==> config.mk <==
export PLATFORM = sky130hd
export DESIGN_NAME = dec_stage
export DESIGN_NICKNAME = d
export VERILOG_FILES = /design/src/rtl/dec_pkg.sv /design/src/rtl/dec_ctl.sv /design/src/rtl/dec_regs.sv /design/src/rtl/dec_sext.sv /design/src/rtl/dec_pipe.sv /design/src/rtl/dec_stage.sv
export SDC_FILE = /design/constraint.sdc
export NUM_CORES = 2
export LEC_CHECK = 0
export CORE_UTILIZATION = 50
export DETAILED_ROUTE_END_ITERATION = 8
export DONT_BUFFER_PORTS = 1
export PLACE_DENSITY = 0.64
export SYNTH_ARGS = -nofsm -noshare
export SYNTH_HDL_FRONTEND = slang
export SYNTH_SLANG_ARGS = --single-unit
==> constraint.sdc <==
create_clock -name clk -period 2.5 [get_ports clk]
set_input_delay 0.25 -clock clk [delete_from_list [all_inputs] [get_ports clk]]
set_output_delay 0.25 -clock clk [all_outputs]
set_load 0.02 [all_outputs]
==> src/rtl/dec_pkg.sv <==
package dec_pkg;
    localparam int unsigned XLEN   = 32;
    localparam int unsigned RIDX_W = 5;
    localparam int unsigned OP_W   = 6;
    localparam int unsigned IMM_W  = 16;

    localparam logic [OP_W-1:0] OP_ALU   = 6'b000000;
    localparam logic [OP_W-1:0] OP_LOAD  = 6'b100011;
    localparam logic [OP_W-1:0] OP_STORE = 6'b101011;
    localparam logic [OP_W-1:0] OP_BEQ   = 6'b000100;
    localparam logic [OP_W-1:0] OP_NOP   = 6'b100000;

    typedef struct packed {
        logic reg_wr;
        logic mem_to_reg;
    } wb_grp_t;

    typedef struct packed {
        logic branch;
        logic mem_rd;
        logic mem_wr;
    } mem_grp_t;

    typedef struct packed {
        logic       dst_sel;
        logic [1:0] alu_op;
        logic       alu_imm;
    } ex_grp_t;

    typedef struct packed {
        wb_grp_t  wb;
        mem_grp_t mem;
        ex_grp_t  ex;
    } ctl_t;
endpackage

==> src/rtl/dec_ctl.sv <==
module dec_ctl
    import dec_pkg::*;
(
    input  logic [OP_W-1:0] opcode,
    output ctl_t            ctl
);
    always_comb begin
        ctl = '0;
        unique case (opcode)
            OP_ALU: begin
                ctl.wb.reg_wr   = 1'b1;
                ctl.ex.dst_sel  = 1'b1;
                ctl.ex.alu_op   = 2'b10;
            end
            OP_LOAD: begin
                ctl.wb.reg_wr     = 1'b1;
                ctl.wb.mem_to_reg = 1'b1;
                ctl.mem.mem_rd    = 1'b1;
                ctl.ex.alu_imm    = 1'b1;
            end
            OP_STORE: begin
                ctl.mem.mem_wr = 1'b1;
                ctl.ex.alu_imm = 1'b1;
            end
            OP_BEQ: begin
                ctl.mem.branch = 1'b1;
                ctl.ex.alu_op  = 2'b01;
            end
            default: ctl = '0;
        endcase
    end
endmodule

==> src/rtl/dec_regs.sv <==
module dec_regs #(
    parameter int unsigned DW = 32,
    parameter int unsigned AW = 5
) (
    input  logic          clk,
    input  logic          rst_n,
    input  logic [AW-1:0] rd_addr [2],
    output logic [DW-1:0] rd_data [2],
    input  logic          wr_en,
    input  logic [AW-1:0] wr_addr,
    input  logic [DW-1:0] wr_data
);
    localparam int unsigned NREG = 1 << AW;

    logic [DW-1:0] mem [NREG];
    logic          wr_ok;

    assign wr_ok = wr_en && (wr_addr != '0);

    always_ff @(posedge clk or negedge rst_n) begin
        if (!rst_n) begin
            for (int i = 0; i < NREG; i++) mem[i] <= '0;
        end else if (wr_ok) begin
            mem[wr_addr] <= wr_data;
        end
    end

    for (genvar p = 0; p < 2; p++) begin : g_rd
        always_comb begin
            if (rd_addr[p] == '0)
                rd_data[p] = '0;
            else if (wr_ok && (wr_addr == rd_addr[p]))
                rd_data[p] = wr_data;
            else
                rd_data[p] = mem[rd_addr[p]];
        end
    end
endmodule

==> src/rtl/dec_sext.sv <==
module dec_sext #(
    parameter int unsigned IW = 16,
    parameter int unsigned OW = 32
) (
    input  logic [IW-1:0] imm_in,
    output logic [OW-1:0] imm_out
);
    localparam int unsigned EXT = OW - IW;
    assign imm_out = {{EXT{imm_in[IW-1]}}, imm_in};
endmodule

==> src/rtl/dec_pipe.sv <==
module dec_pipe
    import dec_pkg::*;
(
    input  logic              clk,
    input  logic              rst_n,
    input  ctl_t              ctl_d,
    input  logic [XLEN-1:0]   npc_d,
    input  logic [XLEN-1:0]   rs_d,
    input  logic [XLEN-1:0]   rt_d,
    input  logic [XLEN-1:0]   imm_d,
    input  logic [RIDX_W-1:0] rti_d,
    input  logic [RIDX_W-1:0] rdi_d,
    output ctl_t              ctl_q,
    output logic [XLEN-1:0]   npc_q,
    output logic [XLEN-1:0]   rs_q,
    output logic [XLEN-1:0]   rt_q,
    output logic [XLEN-1:0]   imm_q,
    output logic [RIDX_W-1:0] rti_q,
    output logic [RIDX_W-1:0] rdi_q
);
    always_ff @(posedge clk or negedge rst_n) begin
        if (!rst_n) begin
            ctl_q <= '0;
            npc_q <= '0;
            rs_q  <= '0;
            rt_q  <= '0;
            imm_q <= '0;
            rti_q <= '0;
            rdi_q <= '0;
        end else begin
            ctl_q <= ctl_d;
            npc_q <= npc_d;
            rs_q  <= rs_d;
            rt_q  <= rt_d;
            imm_q <= imm_d;
            rti_q <= rti_d;
            rdi_q <= rdi_d;
        end
    end
endmodule

==> src/rtl/dec_stage.sv <==
module dec_stage
    import dec_pkg::*;
(
    input  logic              clk,
    input  logic              rst_n,
    input  logic [XLEN-1:0]   ifid_instr,
    input  logic [XLEN-1:0]   ifid_npc,
    input  logic              wb_we,
    input  logic [RIDX_W-1:0] wb_addr,
    input  logic [XLEN-1:0]   wb_data,
    output logic [1:0]        ex_wb_ctl,
    output logic [2:0]        ex_mem_ctl,
    output logic [3:0]        ex_ex_ctl,
    output logic [XLEN-1:0]   ex_npc,
    output logic [XLEN-1:0]   ex_rs_val,
    output logic [XLEN-1:0]   ex_rt_val,
    output logic [XLEN-1:0]   ex_imm,
    output logic [RIDX_W-1:0] ex_rt_idx,
    output logic [RIDX_W-1:0] ex_rd_idx
);
    ctl_t              ctl_d, ctl_q;
    logic [RIDX_W-1:0] raddr [2];
    logic [XLEN-1:0]   rdata [2];
    logic [XLEN-1:0]   imm_x;

    assign raddr[0] = ifid_instr[25:21];
    assign raddr[1] = ifid_instr[20:16];

    dec_ctl u_ctl (
        .opcode (ifid_instr[31:26]),
        .ctl    (ctl_d)
    );

    dec_regs #(.DW(XLEN), .AW(RIDX_W)) u_regs (
        .clk     (clk),
        .rst_n   (rst_n),
        .rd_addr (raddr),
        .rd_data (rdata),
        .wr_en   (wb_we),
        .wr_addr (wb_addr),
        .wr_data (wb_data)
    );

    dec_sext #(.IW(IMM_W), .OW(XLEN)) u_sext (
        .imm_in  (ifid_instr[15:0]),
        .imm_out (imm_x)
    );

    dec_pipe u_pipe (
        .clk   (clk),
        .rst_n (rst_n),
        .ctl_d (ctl_d),
        .npc_d (ifid_npc),
        .rs_d  (rdata[0]),
        .rt_d  (rdata[1]),
        .imm_d (imm_x),
        .rti_d (ifid_instr[20:16]),
        .rdi_d (ifid_instr[15:11]),
        .ctl_q (ctl_q),
        .npc_q (ex_npc),
        .rs_q  (ex_rs_val),
        .rt_q  (ex_rt_val),
        .imm_q (ex_imm),
        .rti_q (ex_rt_idx),
        .rdi_q (ex_rd_idx)
    );

    assign ex_wb_ctl  = ctl_q.wb;
    assign ex_mem_ctl = ctl_q.mem;
    assign ex_ex_ctl  = ctl_q.ex;
endmodule

# [Word-level counts from Yosys, hierarchy flattened]
# Cells that the tools add are included.
# W data, S select, Z words.
[word_totals] output_inout_bits=147 ff_bits=1154 elab_cells=87 inputBits=104
[classes] n_bitwise=3 n_eq_ne=5 mux=20 reduce_logical=10 magnitude_cmp=4
[op_table] cell="$bwmux W1024" count=1
[op_table] cell="$bmux W32 S5" count=2
[op_table] cell="$mux W32" count=9
[op_table] cell="$demux W32 S5" count=1
[op_table] cell="$ge A6 B6 Y1 const B" count=3
[op_table] cell="$not A5 Y6" count=3
[op_table] cell="$eq A6 B6 Y1 const B" count=2
[op_table] cell="$eq A5 B5 Y1" count=2
[op_table] cell="$logic_not A5 Y1" count=2
[op_table] cell="$eq A6 B3 Y1 const B" count=1
[op_table] cell="$logic_not A6 Y1" count=1
[op_table] cell="$lt A6 B1 Y1 const B" count=1
[op_table] cell="$mux W1" count=6
[op_table] cell="$reduce_bool A5 Y1" count=1
[op_table] cell="$logic_and A1 B1 Y1" count=4
[op_table] cell="$pmux W2 S2" count=1
[op_table] cell="$reduce_or A2 Y1" count=2

# [Longest topological paths before layout]
[logic_depth] ltp_word=6 depth_mapped=11 mapped_depth_nobuf=6

# [By module]
# From an unflattened synthesis, not the netlist that was laid out.
[hier_totals] hier_cells=4136 area_unflattened_um2=59943.7
[by_module_without_submodules] module="dec_regs" area_per_inst_um2=55924.9 cells_each=3944 instances=1 seq_area_each_um2=25624.6
[by_module_without_submodules] module="dec_pipe" area_per_inst_um2=3678.5 cells_each=147 instances=1 seq_area_each_um2=3678.5
[by_module_without_submodules] module="dec_sext" area_per_inst_um2=240.2 cells_each=32 instances=1 seq_area_each_um2=0.0
[by_module_without_submodules] module="dec_ctl" area_per_inst_um2=100.1 cells_each=13 instances=1 seq_area_each_um2=0.0

# [Worst setup path before layout]
# OpenSTA, ideal clock, no wires.
[synth_path] kind="input to register" from="in ifid_instr[16]" to="reg u_pipe.rt_q[5]" slack_ns=0.450 arrival_time_ns=1.927 path_stages=8 path_buffers=4 path_cell_list="buf_6 > buf_12 > buf_8 > buf_2 > mux4_2 > a32oi_1 > o21ai_0 > o221a_2"
[synth_rtl] item="start: declaration" line_no="dec_stage.sv:6" text="input logic [XLEN-1:0] ifid_instr,"
[synth_rtl] item="end signal: assignment" line_no="dec_pipe.sv:34" text="rt_q <= rt_d;"
[synth_rtl] item="end: declaration" line_no="dec_pipe.sv:16" text="output logic [XLEN-1:0] rt_q,"

==> results by group <==
Critical path
  • Crit path capture type: register
  • Reg2reg end: u_pipe.rs_q[3]
  • Reg2Reg Depth: 5
  • Critical path arrival: 3.09 ns
  • Worst setup SP type: input port
  • Critical path fanouts, max: 26
  • R2r startpoint: u_regs.mem[643]
  • FF-to-FF setup slack: 0.20 ns
  • Type of the worst setup path: input port to register
  • CP required: 3.20 ns

Timing
  • Tightest Pin Transition: 1.24 ns
  • RSZ-0062 raised after global routing: no
  • Fmax: 0.418 GHz
  • Worst clock skew: 0.0257 ns
  • Max-slew violations: 0
  • Final period util: 95.7%
  • Slew Limit Headroom: 17.1%
  • Setup TNS: 0 ns
  • WHS: -0.803 ns
  • PnR worst setup slack: 0.109 ns
  • Final setup violating endpoints: 0
  • Fin. Hold Viols: 432
  • Final critical-path required period: 2.39 ns

Synth
  • Syn Std Cell Area: 59000 µm²
  • Syn Nets: 4242
  • Cell taking the most area after synthesis: dfrtp_1
  • Synth cell types: 62
  • Yosys warns: 0
  • Seq/Total Area, Yosys: 48.7%
  • Synth Flop Type: dfrtp_1
  • Cells after Synth: 4138
  • Async set or reset register ratio after synthesis: 100%
  • Ranking of synthesized cells by area: dfrtp_1 (49%), mux2_2 (19%), mux4_2 (13%), mux2i_1 (6.1%), clkbuf_1 (1.4%)
  • Mean Syn Cell Area: 14.3 µm²
  • Flop and latch count out of synthesis: 1148
  • Number of enable flip-flop cells after synthesis: 0
  • Synth top area share: 48.7%

Clocking
  • Root buffer cell: clkbuf_16
  • Cts bufs inserted: 130
  • CTS clk-pin slew, worst paths: 0.06 ns
  • Clk Latency, worst-skew pair: 0.75 ns
  • Clock Tree Buf Depth: 3
  • H-tree levels: 4
  • Post-CTS Setup Bufs: 0
  • CTS tree: done
  • Post-CTS sizing: 0
  • Hold Buf Count CTS: 134
  • TritonCTS Sinks: 1148

Layout
  • Layout overhead on the synthesized area: 11.9%
  • Footprint of the multi-input gates: 28100 µm²
  • Final net count: 4175
  • Commonest non-fill, non-tap cells in the layout: dfrtp_1 (1147), mux2_2 (1006), mux2i_1 (357)
  • Most common cell after layout, fill and taps aside: dfrtp_1
  • Fin util: 56.6%
  • Fillers: 9332
  • Register area: 28700 µm²
  • Layout cells sized above 1: 42.5%

GRT
  • Largest net degree at the start of global routing: 1149
  • First-pass GRT wire length: 288000 µm
  • Vias in the first global route: 39200
  • Initial antenna violation count: 9
  • GR Overflow Total: 0
  • Total GRT Usage: 33.2%

Placement
  • Dpl ws: 0.0638 ns
  • GPL Wtd Cong: 0.829
  • I/O Buffers: 0
  • DP HPWL: 107000 µm

Drt
  • DR iter-0 viols: 4854
  • Remaining DRCs: 0
  • TritonRoute pass-1 iters: 5
  • DR vias/cell: 6.88
  • Post-route ant nets: 0
  • Detailed-route via count: 39100
  • Final wirelength: 199000 µm
  • WL per Instance: 34.9 µm

Power
  • Peak VDD IR: 773 µV
  • P_leak: 29.0 nW
  • Power Total: 53.7 mW
  • Pwr Density: 813 nW/µm²

Die
  • I/O pin count: 251
  • Row count: 125
  • Die Footprint: 119000 µm²
  • Die height: 346 µm
  • Chip Width: 346 µm
  • Area of the core: 117000 µm²
  • Starting density of the core: 50.6%

Worst hold path
  • Hold crit path type: input port to async pin

Status
  • Status: finished with violations
  • Failing checks: hold timing

Job
  • Max cap viols: 0
## routing by layer
| metal | vias up | GRT usage (%) | wire [µm] |
|---|---|---|---|
| li1 | 15600 | - | - |
| met1 | 21100 | 47.0 | 82900 |
| met2 | 1985 | 50.3 | 90000 |
| met3 | 440 | 6.70 | 17700 |
| met4 | 0 | 13.2 | 8230 |
| met5 | - | 0 | 0 |
## cell usage after synthesis (65+ instances only)
cell type	count
dfrtp_1	1148
mux2_2	1006
mux2i_1	357
mux4_2	352
clkbuf_1	224
nand2_1	86
buf_2	85
o21ai_0	79
nor2_1	70
nor3_1	69
buf_1	67
a22oi_1	65
## flip-flops by register name, indices dropped and copies added, names as in the netlist
name	cells
u_pipe.npc_q	32
u_pipe.rt_q	32
u_pipe.ctl_q	7
u_pipe.rs_q	32
u_pipe.rti_q	5
u_regs.mem	1024
u_pipe.imm_q	16
## area by class of cell
type | instances | share of cell area (%)
Sequential cell | 1148 | 43.5
Multi-Input combinational cell | 2516 | 42.6
Clock buffer | 188 | 5.70
Timing Repair Buffer | 269 | 4.47
Tap cell | 1524 | 2.89
Clock inverter | 41 | 0.860
Inverter | 6 | 0.0341
Antenna cell | 1 | 0.00379
## report_power, final
part | internal, mW | switching [mW]
registers | 21.9 | 2.90
logic | 5.65 | 3.56
clock network | 11.6 | 8.06
total | 39.2 | 14.5
## kinds of logic (layout without fill, tap and decap cells)
logic type | count (synthesis) | count (layout) | share of synthesized area [%]
muxes | 1721 | 1721 | 38.9
DFF | 1148 | 1148 | 48.7
buffers and inverters | 474 | 504 | 4.07
AOI/OAI and AO/OA | 450 | 450 | 5.40
and+or+nand+nor | 335 | 335 | 2.80
xor gates and xnor gates | 10 | 10 | 0.148
other | 0 | 1 | 0
## worst max-delay path: stages
cell	delay, ns
dlygate4sd3_1	0.79
buf_16	0.32
a221oi_1	0.52
o21ai_0	0.17
a211oi_1	0.27
a21oi_1	0.05
dlygate4sd3_1	0.58
nand2_1	0.08
## worst max path at each step
stage | from | slack, ns | depth (start not counted) | to
detailed placement | ifid_instr[21] | 0.06 | 6 | u_pipe.rs_q[7]
finish | ifid_instr[20] | 0.11 | 8 | u_pipe.rt_q[1]
floorplan | ifid_instr[16] | 0.45 | 8 | u_pipe.rt_q[5]
global route | u_regs.mem[669] | 0.14 | 6 | u_pipe.rs_q[29]
global placement | wb_addr[4] | 0.26 | 6 | u_pipe.rs_q[4]
CTS | u_regs.mem[701] | 0.21 | 6 | u_pipe.rs_q[29]
## through the flow
step,cells,area (µm²)
after global routing,5693,66100
after floorplan,4138,59000
after global placement,5323,60100
after CTS,5686,65900
final,5693,66100
after detailed placement,5323,60100
Power figures use the tool's default switching activity.
